==> src/rtl/irq_level_arbiter.sv <==
module irq_level_arbiter #(
  parameter int NSRC = 16,
  parameter int LVLW = 3,
  localparam int IDXW = (NSRC > 1) ? $clog2(NSRC) : 1
) (
  input  logic            clk,
  input  logic            rst_n,
  input  logic [NSRC-1:0] req,
  input  logic [NSRC-1:0] en,
  input  logic            cfg_we,
  input  logic [IDXW-1:0] cfg_idx,
  input  logic [LVLW-1:0] cfg_lvl,
  input  logic            gie,
  input  logic [LVLW-1:0] cur_mask,
  output logic            accept,
  output logic [IDXW-1:0] win_id,
  output logic [LVLW-1:0] win_lvl
);

  localparam logic [LVLW-1:0] LVL_OFF = '1;

  logic [LVLW-1:0] lvl_q [NSRC];
  logic [NSRC-1:0] cand;
  logic [IDXW-1:0] best_id;
  logic [LVLW-1:0] best_lvl;
  logic            found;

  for (genvar g = 0; g < NSRC; g++) begin : g_src
    always_ff @(posedge clk or negedge rst_n)
      if (!rst_n)
        lvl_q[g] <= LVL_OFF;
      else if (cfg_we && cfg_idx == IDXW'(g))
        lvl_q[g] <= cfg_lvl;

    assign cand[g] = req[g] & en[g] & (lvl_q[g] != LVL_OFF);
  end

  always_comb begin
    best_id  = '0;
    best_lvl = LVL_OFF;
    for (int i = 0; i < NSRC; i++)
      if (cand[i] && lvl_q[i] < best_lvl) begin
        best_id  = IDXW'(i);
        best_lvl = lvl_q[i];
      end
  end

  assign found = |cand;

  always_ff @(posedge clk or negedge rst_n)
    if (!rst_n) begin
      accept  <= 1'b0;
      win_id  <= '0;
      win_lvl <= LVL_OFF;
    end else begin
      accept  <= found & gie & (best_lvl < cur_mask);
      win_id  <= best_id;
      win_lvl <= best_lvl;
    end

endmodule

==> config.mk <==
export PLATFORM = sky130hd
export DESIGN_NAME = irq_level_arbiter
export DESIGN_NICKNAME = d
export VERILOG_FILES = /design/src/rtl/irq_level_arbiter.sv
export SDC_FILE = /design/constraint.sdc
export NUM_CORES = 1
export LEC_CHECK = 0
export BUFFER_PORTS_ARGS = -buffer_cell sky130_fd_sc_hd__buf_2
export CORE_UTILIZATION = 60
export CTS_BUF_LIST = sky130_fd_sc_hd__clkbuf_4
export CTS_CLUSTER_DIAMETER = 150
export DETAILED_ROUTE_END_ITERATION = 16
export PLACE_DENSITY = 0.9
export SLEW_MARGIN = 25
export SYNTH_ARGS = -nofsm -noshare
export SYNTH_HDL_FRONTEND = slang
export SYNTH_SLANG_ARGS = --single-unit
==> constraint.sdc <==
create_clock -name clk -period 7.6 [get_ports clk]
set_input_delay 1.52 -clock clk [delete_from_list [all_inputs] [get_ports clk]]
set_output_delay 1.52 -clock clk [all_outputs]
set_load 0.01 [all_outputs]
==> results of run 1 <==
## stage by stage
stage | total power [mW] | cells | TNS [ns]
4_1_cts | 1.36 | 743 | 0
3_5_place_dp | 1.21 | 735 | -0.380
6_report | 1.45 | 752 | 0
2_1_floorplan | 0.991 | 561 | 0
5_1_grt | 1.53 | 752 | -0.174
3_3_place_gp | 1.17 | 735 | -0.00426
## cells in the mapped netlist (all sizes together), types with 12 or more instances
cell    instances
nand3          31
mux2           38
o21ai          35
clkbuf         12
a21oi          28
inv            29
a21o           14
nand2          60
dfstp          51
nor2           53
a31oi          17
nor3           14
## layer usage
layer	track usage	vias up	wire length, um
met2	0.580	278	7010
met4	0.0807	0	363
li1	-	2312	-
met3	0.0578	48	1080
met1	0.431	2412	5630
met5	0	-	0
## power by group
group	internal [mW]	total, mW	switching, mW
combinational	0.356	0.760	0.404
sequential	0.429	0.542	0.113
clock	0.0369	0.146	0.110
total	0.822	1.45	0.626
## area by class of cell
class | instances | area share
Inverter | 29 | 0.0193
Sequential cell | 56 | 0.259
Multi-Input combinational cell | 461 | 0.584
Clock inverter | 3 | 0.00376
Timing Repair Buffer | 96 | 0.105
Clock buffer | 5 | 0.00664
Tap cell | 102 | 0.0226
## cells by family (layout without fill, tap and decap cells)
| kind of cell | Yosys count | in the layout |
|---|---|---|
| AO/OA/AOI/OAI | 184 | 184 |
| adder cells (fa/ha/maj) | 11 | 11 |
| buffers and inverters | 44 | 133 |
| flip-flops | 56 | 56 |
| multiplexers | 40 | 40 |
| AND/OR/NAND/NOR | 226 | 226 |
## repair_timing
| action | 4_1_cts | 5_1_grt |
|---|---|---|
| endpoints found under the setup margin | 0 | 2 |
| buffers inserted | 0 | 9 |
| gates resized for setup | 0 | 30 |
## sequential cells by signal, summed over array words and instances, names as in the netlist
register / cells
win_id: 4
lvl_q: 48
win_lvl: 3
accept: 1
## tightest hold or removal path, stage by stage (launching register included)
cell     delay, ns
dfstp_2       0.42
inv_1         0.07
o21ai_0       0.08
## worst max path at each step
stage / to / slack (ns)
2_1_floorplan: accept$_DFF_PN0_ / 0.27
3_3_place_gp: accept$_DFF_PN0_ / -0.004
3_5_place_dp: accept$_DFF_PN0_ / -0.38
4_1_cts: accept$_DFF_PN0_ / 0.03
5_1_grt: accept$_DFF_PN0_ / -0.17
6_report: accept$_DFF_PN0_ / 0.1
==> impl_metrics.json, run 1 <==
{
  "run_status": "completed",
  "antenna_found_initial": 0,
  "p_per_area_nw_per_um2": 256,
  "synth_edf_count": 0,
  "startpoint": "en[0]",
  "worst_hold_slack_ns": 0.553,
  "finalSetupViolations": 0,
  "drc": 0,
  "yosys_warnings": 0,
  "synth-simple-area-share": 0.241,
  "avgSynthCellArea_um2": 8.52,
  "async_reset_ff_frac": 1.00,
  "placed_area_um2": 5360,
  "fin_skew_ns": 0.00832,
  "dr.pass1.iters": 5,
  "drv_cap": 0,
  "synth-seq-area-share": 0.306,
  "min_from": "lvl_q[2]$_DFFE_PN1P_",
  "finalCriticalPeriod_ns": 7.50,
  "diodes": 0,
  "worst_pin_slew_ns": 0.727,
  "muxShareOfSynthArea": 0.0937,
  "via_per_inst": 6.72,
  "crit_fanout": 9,
  "cts.sinks": 56,
  "synthDistinctLibCells": 87,
  "routedWlPerCell_um": 18.7,
  "grt_pass1_vias": 4738,
  "timing.critical_path.buf_inv": 2,
  "clockBufferDepth": 2,
  "crit_path_max_incr_delay_ns": 0.38,
  "synth-main-ff-cell": "dfstp_2",
  "slew_violations": 0,
  "worstSetupStartpointType": "primary input",
  "clkLatencyLatePin_ns": 0.41,
  "grt_pass1_wl_um": 22600,
  "totalWireLength_um": 14100,
  "core_um2": 7730,
  "postLayoutCoreUtil": 0.732,
  "setup_slack_ns": 0.0962,
  "grtUsageTotal": 0.334,
  "grt.overflow.total": 0,
  "multi_input_area_um2": 3300,
  "gp_congestion": 1.03,
  "synth_compound_area_frac": 0.297,
  "hold_viol": 0,
  "cp.required_ns": 7.93,
  "r2r_end": "accept$_DFF_PN0_",
  "synth_top_area_frac": 0.280,
  "grt_max_degree": 57,
  "place_ws_ns": -0.380,
  "drtAntennaViolNets": 0,
  "io_buffer_count": 53,
  "critPathKind": "primary input to flop",
  "post-route-period-util": 0.987,
  "drt_iter0_markers": 355,
  "vias": 5050,
  "rrSetupSlack_ns": 0.62,
  "drive_gt1_frac": 0.383,
  "mostFrequentLayoutCells": "nand2_1, buf_2, nor2_1",
  "syn-num-nets": 611,
  "ios": 54,
  "root_buffer": "clkbuf_4",
  "min_to": "lvl_q[2]$_DFFE_PN1P_",
  "synth-xor-area-share": 0,
  "holdCritPathClass": "flop to flop",
  "rr_startpoint": "lvl_q[43]$_DFFE_PN1P_",
  "tritoncts": "done",
  "core.rowCount": 32,
  "slowest_stage": "o311a_1",
  "synth_area_um2": 4780,
  "final_common_cell": "nand2_1",
  "ff_latch_area_um2": 1470,
  "layout.nets": 699,
  "whs_path_depth": 2,
  "dieArea_um2": 8330,
  "yosys-top-cells-area": "dfstp_2, mux2_2, nand2_1",
  "cts_buffers": 5,
  "postLayoutCellArea_um2": 5650,
  "power_leakage_nw": 2.34,
  "arrival_ns": 7.83,
  "die_y_um": 91.3,
  "synth_top_family_by_area": "compound AO/OA/AOI/OAI gates",
  "path_delay_family": "compound AO/OA/AOI/OAI gates",
  "cts.clk_slew.worst_paths_ns": 0.18,
  "crit_path_end_kind": "flop",
  "r2r_cells": 29,
  "fillers": 545,
  "yosys.area.top_type": "dfstp_2",
  "areaGrowthSynthToFinish_pct": 18.3,
  "initial_core_util": 0.619,
  "ir_worst_vdd_v": 0.000149,
  "die_w_um": 91.3,
  "cts_hold_buffers": 0,
  "place_hpwl_um": 10200,
  "path_depth": 30,
  "max_freq_ghz": 0.133,
  "synthAdderAreaFrac": 0.0251,
  "synth-seq-cells": 56,
  "synthCells": 561,
  "relSlewSlack": 0.515,
  "h-tree-depth": 2
}
Note: power is estimated with default switching activity, not from simulation.
==> run 2: changes to the inputs <==
- CELL_PAD_IN_SITES_DETAIL_PLACEMENT: not set -> 1
- CELL_PAD_IN_SITES_GLOBAL_PLACEMENT: not set -> 2
- CORE_UTILIZATION: 60 -> 37
==> run 2 against run 1 <==
  * Global-route usage down 9.5 points
  * First-iteration DRC count fell by 20%
  * Non-clock buffer count is 6 higher
  * Clock power about the same
  * Design area increased by 2.4%
  * Routed wire length up 12%
  * Worst setup slack improved by 0.13 ns
  * Die area rose by 61%
  * Clock skew up 0.00054 ns
  * Via count down 3.0%
==> impl_metrics.json, run 2 (synthesis gave the netlist of run 1 again) <==
{
  "areaGrowthSynthToFinish_pct": 21.1,
  "combPwrFrac": 0.528,
  "swShare": 0.433,
  "power_leakage_nw": 2.36,
  "power_frac_seq": 0.373,
  "placed_area_um2": 5530,
  "root_buffer": "clkbuf_4",
  "arrival_ns": 7.70,
  "regMostFlops": "lvl_q",
  "diodes": 0,
  "min_to": "lvl_q[2]$_DFFE_PN1P_",
  "initial_core_util": 0.379,
  "largest_register_ff_count": 48,
  "h-tree-depth": 2,
  "dieArea_um2": 13400,
  "path_delay_family": "compound AO/OA/AOI/OAI gates",
  "drc": 0,
  "internal-power_uw": 828,
  "drtAntennaViolNets": 0,
  "timing.critical_path.buf_inv": 3,
  "crit_path_max_incr_delay_ns": 0.40,
  "drive_gt1_frac": 0.388,
  "switching_power_uw": 632,
  "worstSetupStartpointType": "primary input",
  "post-route-period-util": 0.971,
  "r2r_cells": 30,
  "dp.cells": 816,
  "run_status": "completed",
  "fin_setup_tns_ns": 0,
  "reg.largest.list": "lvl_q (48), win_id (4), win_lvl (3)",
  "hold_viol": 0,
  "rrSetupSlack_ns": 0.77,
  "place_hpwl_um": 12100,
  "crit_path_end_kind": "flop",
  "ff_latch_area_um2": 1470,
  "holdCritPathClass": "flop to flop",
  "mostFrequentLayoutCells": "nand2_1, buf_2, nor2_1, dfstp_2, buf_4",
  "clkLatencyLatePin_ns": 0.41,
  "die_y_um": 116,
  "postLayoutCellArea_um2": 5790,
  "totalWireLength_um": 15800,
  "io_buffer_count": 53,
  "slew_violations": 0,
  "final_common_cell": "nand2_1",
  "p_per_area_nw_per_um2": 252,
  "layout.nets": 706,
  "vias": 4900,
  "grt.overflow.total": 0,
  "core_um2": 12600,
  "ios": 54,
  "worst_pin_slew_ns": 0.716,
  "multi_input_area_um2": 3300,
  "crit_fanout": 6,
  "core.rowCount": 41,
  "tritoncts": "done",
  "power_mw": 1.46,
  "via_per_inst": 5.91,
  "grt_pass1_vias": 4916,
  "cts_buffers": 5,
  "critPathKind": "primary input to flop",
  "cts.sinks": 56,
  "place_ws_ns": -0.384,
  "min_from": "lvl_q[2]$_DFFE_PN1P_",
  "max_freq_ghz": 0.136,
  "fillers": 1541,
  "finalSetupViolations": 0,
  "r2r_end": "accept$_DFF_PN0_",
  "drt_iter0_markers": 284,
  "clockBufferDepth": 2,
  "ir_worst_vdd_v": 0.000143,
  "slowest_stage": "o41ai_2",
  "p_clk_frac": 0.099,
  "postLayoutCoreUtil": 0.459,
  "cp.required_ns": 7.92,
  "path_depth": 31,
  "gp_congestion": 0.879,
  "drv_cap": 0,
  "whs_path_depth": 2,
  "routedWlPerCell_um": 19.0,
  "die_w_um": 116,
  "grt_pass1_wl_um": 25100,
  "rr_startpoint": "lvl_q[43]$_DFFE_PN1P_",
  "worst_hold_slack_ns": 0.583,
  "dr.pass1.iters": 4,
  "grtUsageTotal": 0.239,
  "antenna_found_initial": 0,
  "fin_cells": 829,
  "cts.clk_slew.worst_paths_ns": 0.17,
  "setup_slack_ns": 0.221,
  "fin_skew_ns": 0.00886,
  "finalCriticalPeriod_ns": 7.38,
  "relSlewSlack": 0.522,
  "cts_hold_buffers": 0,
  "grt_max_degree": 57
}
## run 2: area by class of cell
type | count | area share
Clock buffer | 5 | 0.00648
Inverter | 29 | 0.0188
Timing Repair Buffer | 102 | 0.110
Multi-Input combinational cell | 462 | 0.571
Clock inverter | 3 | 0.00389
Sequential cell | 56 | 0.253
Tap cell | 172 | 0.0372
## run 2: what timing repair did
item / 4_1_cts / 5_1_grt
setup endpoints to repair: 0 / 1
buffers inserted: 0 / 4
resized for setup: 0 / 30
## run 2: per-layer routing
metal | vias to the layer above | GRT usage | share of wire
met4 | 0 | 0.0573 | 0.016
li1 | 2314 | - | -
met3 | 21 | 0.0214 | 0.025
met1 | 2482 | 0.305 | 0.44
met2 | 83 | 0.436 | 0.51
met5 | - | 0 | 0
## run 2: worst max-delay path by stage
| stage | from | endpoint |
|---|---|---|
| after global placement | req[1] | accept$_DFF_PN0_ |
| final | req[1] | accept$_DFF_PN0_ |
| after CTS | req[1] | accept$_DFF_PN0_ |
| after detailed placement | req[1] | accept$_DFF_PN0_ |
| after global routing | req[1] | accept$_DFF_PN0_ |
| after floorplan | en[0] | accept$_DFF_PN0_ |
## run 2: power groups by stage
stage	Sequential (mW)	Combinational (mW)	Clock, mW
after floorplan	0.498	0.493	0
after global placement	0.539	0.680	0
after detailed placement	0.545	0.711	0
after CTS	0.540	0.715	0.149
after global routing	0.560	0.843	0.157
final	0.545	0.771	0.144
## run 2: tightest hold or removal path, cell delays in order (launching register included)
cell     delay [ns]
dfstp_2        0.42
inv_1          0.08
o21ai_0        0.10
==> run 3: changes to the inputs <==
- GPL_TIMING_DRIVEN: not set -> 0
- TNS_END_PERCENT: not set -> 30
==> run 3 against run 2 <==
  * Cell count down 1.4%
  * Via count fell by 1.5%
  * Power is 5.9% higher
  * Largest power group unchanged
  * Design area grew 2.0%
  * Routed wire length is 0.10% lower
  * Die area unchanged
  * Combinational power is 11% higher
  * Sequential power down 4.6%
==> impl_metrics.json, run 3 (synthesis gave the netlist of run 1 again) <==
{
  "vias": 4828,
  "crit_fanout": 7,
  "clkLatencyLatePin_ns": 0.39,
  "drv_cap": 0,
  "core.rowCount": 41,
  "cp.required_ns": 7.90,
  "worst_hold_slack_ns": 0.582,
  "arrival_ns": 7.78,
  "mostFrequentLayoutCells": "nand2_1, nor2_1, buf_2, dfstp_2, mux2_2",
  "initial_core_util": 0.379,
  "holdCritPathClass": "flop to flop",
  "routedWlPerCell_um": 19.3,
  "slowest_stage": "a211oi_4",
  "cts.sinks": 56,
  "fin_skew_ns": 0.0163,
  "via_per_inst": 5.91,
  "post-route-period-util": 0.984,
  "root_buffer": "clkbuf_4",
  "finalCriticalPeriod_ns": 7.48,
  "critPathKind": "primary input to flop",
  "core_um2": 12600,
  "diodes": 0,
  "dr.pass1.iters": 4,
  "max_freq_ghz": 0.134,
  "layout.nets": 694,
  "worst_pin_slew_ns": 0.923,
  "grt_pass1_wl_um": 24000,
  "drtAntennaViolNets": 0,
  "ff_latch_area_um2": 1470,
  "drive_gt1_frac": 0.388,
  "place_hpwl_um": 11700,
  "relSlewSlack": 0.380,
  "grtUsageTotal": 0.229,
  "die_w_um": 116,
  "drc": 0,
  "clockBufferDepth": 2,
  "gp_congestion": 0.838,
  "run_status": "completed",
  "grt_pass1_vias": 4782,
  "drt_iter0_markers": 238,
  "io_buffer_count": 53,
  "slew_violations": 0,
  "ios": 54,
  "regMostFlops": "lvl_q",
  "p_per_area_nw_per_um2": 262,
  "crit_path_max_incr_delay_ns": 0.37,
  "worstSetupStartpointType": "primary input",
  "hold_viol": 0,
  "crit_path_end_kind": "flop",
  "areaGrowthSynthToFinish_pct": 23.5,
  "die_y_um": 116,
  "power_leakage_nw": 2.33,
  "grt_max_degree": 57,
  "tritoncts": "done",
  "finalSetupViolations": 0,
  "multi_input_area_um2": 3500,
  "final_common_cell": "nand2_1",
  "cts.clk_slew.worst_paths_ns": 0.17,
  "dieArea_um2": 13400,
  "power_mw": 1.55,
  "fillers": 1570,
  "grt.overflow.total": 0,
  "antenna_found_initial": 0,
  "totalWireLength_um": 15800,
  "ir_worst_vdd_v": 0.000127,
  "h-tree-depth": 2,
  "largest_register_ff_count": 48,
  "cts_buffers": 5,
  "reg.largest.list": "lvl_q (48), win_id (4), win_lvl (3)"
}
==> run 3: metrics by stage <==
| step | setup TNS [ns] | area, um^2 | setup WS (ns) | utilization | instances |
|---|---|---|---|---|---|
| after global placement | -0.828 | 5260 | -0.701 | 0.417 | 786 |
| after global routing | -0.0679 | 5910 | -0.0679 | 0.468 | 817 |
| final | 0 | 5910 | 0.123 | 0.468 | 817 |
| after floorplan | 0 | 4780 | 0.274 | - | 561 |
| after CTS | 0 | 5470 | 0.00715 | 0.433 | 799 |
| after detailed placement | -2.48 | 5260 | -1.00 | 0.417 | 786 |
==> run 3: timing repair <==
| item | CTS | global route |
|---|---|---|
| setup endpoints to repair | 1 | 1 |
| hold buffers | 0 | 0 |
| resized for setup | 12 | 64 |
| setup buffers | 6 | 18 |
| pin swaps | 6 | 42 |
==> run 3: path summary, 6_finish.rpt <==
path / start / endpoint / slack, ns / cells after the start
max reg2reg: lvl_q[43]$_DFFE_PN1P_ / accept$_DFF_PN0_ / 0.58 / 32
max: req[0] / accept$_DFF_PN0_ / 0.12 / 32
min: lvl_q[15]$_DFFE_PN1P_ / lvl_q[15]$_DFFE_PN1P_ / 0.58 / 2
max in group asynchronous: rst_n / win_id[2]$_DFF_PN0_ / 5.95 / 1
min reg2reg: lvl_q[15]$_DFFE_PN1P_ / lvl_q[15]$_DFFE_PN1P_ / 0.58 / 2
min in group asynchronous: rst_n / accept$_DFF_PN0_ / 1.16 / 1
==> run 3: metal layers <==
layer,track usage,routed length (um),vias up
li1,-,-,2286
met1,0.300,7180,2442
met2,0.404,8000,77
met3,0.0204,300,23
met4,0.0624,279,0
met5,0,0,-
==> run 3: critical path, delay by kind of cell <==
family	cells	cell delay (ns)
compound gates	18	3.66
fa+ha+maj	2	0.39
buf+inv	4	0.53
mux	2	0.59
simple gates	6	1.08
==> run 3: cell type report <==
class | count | area share
well taps | 172 | 0.0364
inverters | 29 | 0.0184
clock buffers | 6 | 0.00763
plain buffers | 14 | 0.0106
multi-input cells | 461 | 0.593
repair buffers | 77 | 0.0797
clock inverters | 2 | 0.00657
flip-flops and latches | 56 | 0.248
==> run 3: report_power, final <==
part / internal [mW] / switching, mW
Sequential: 0.428 / 0.0928
Clock: 0.0745 / 0.0989
Combinational: 0.383 / 0.469
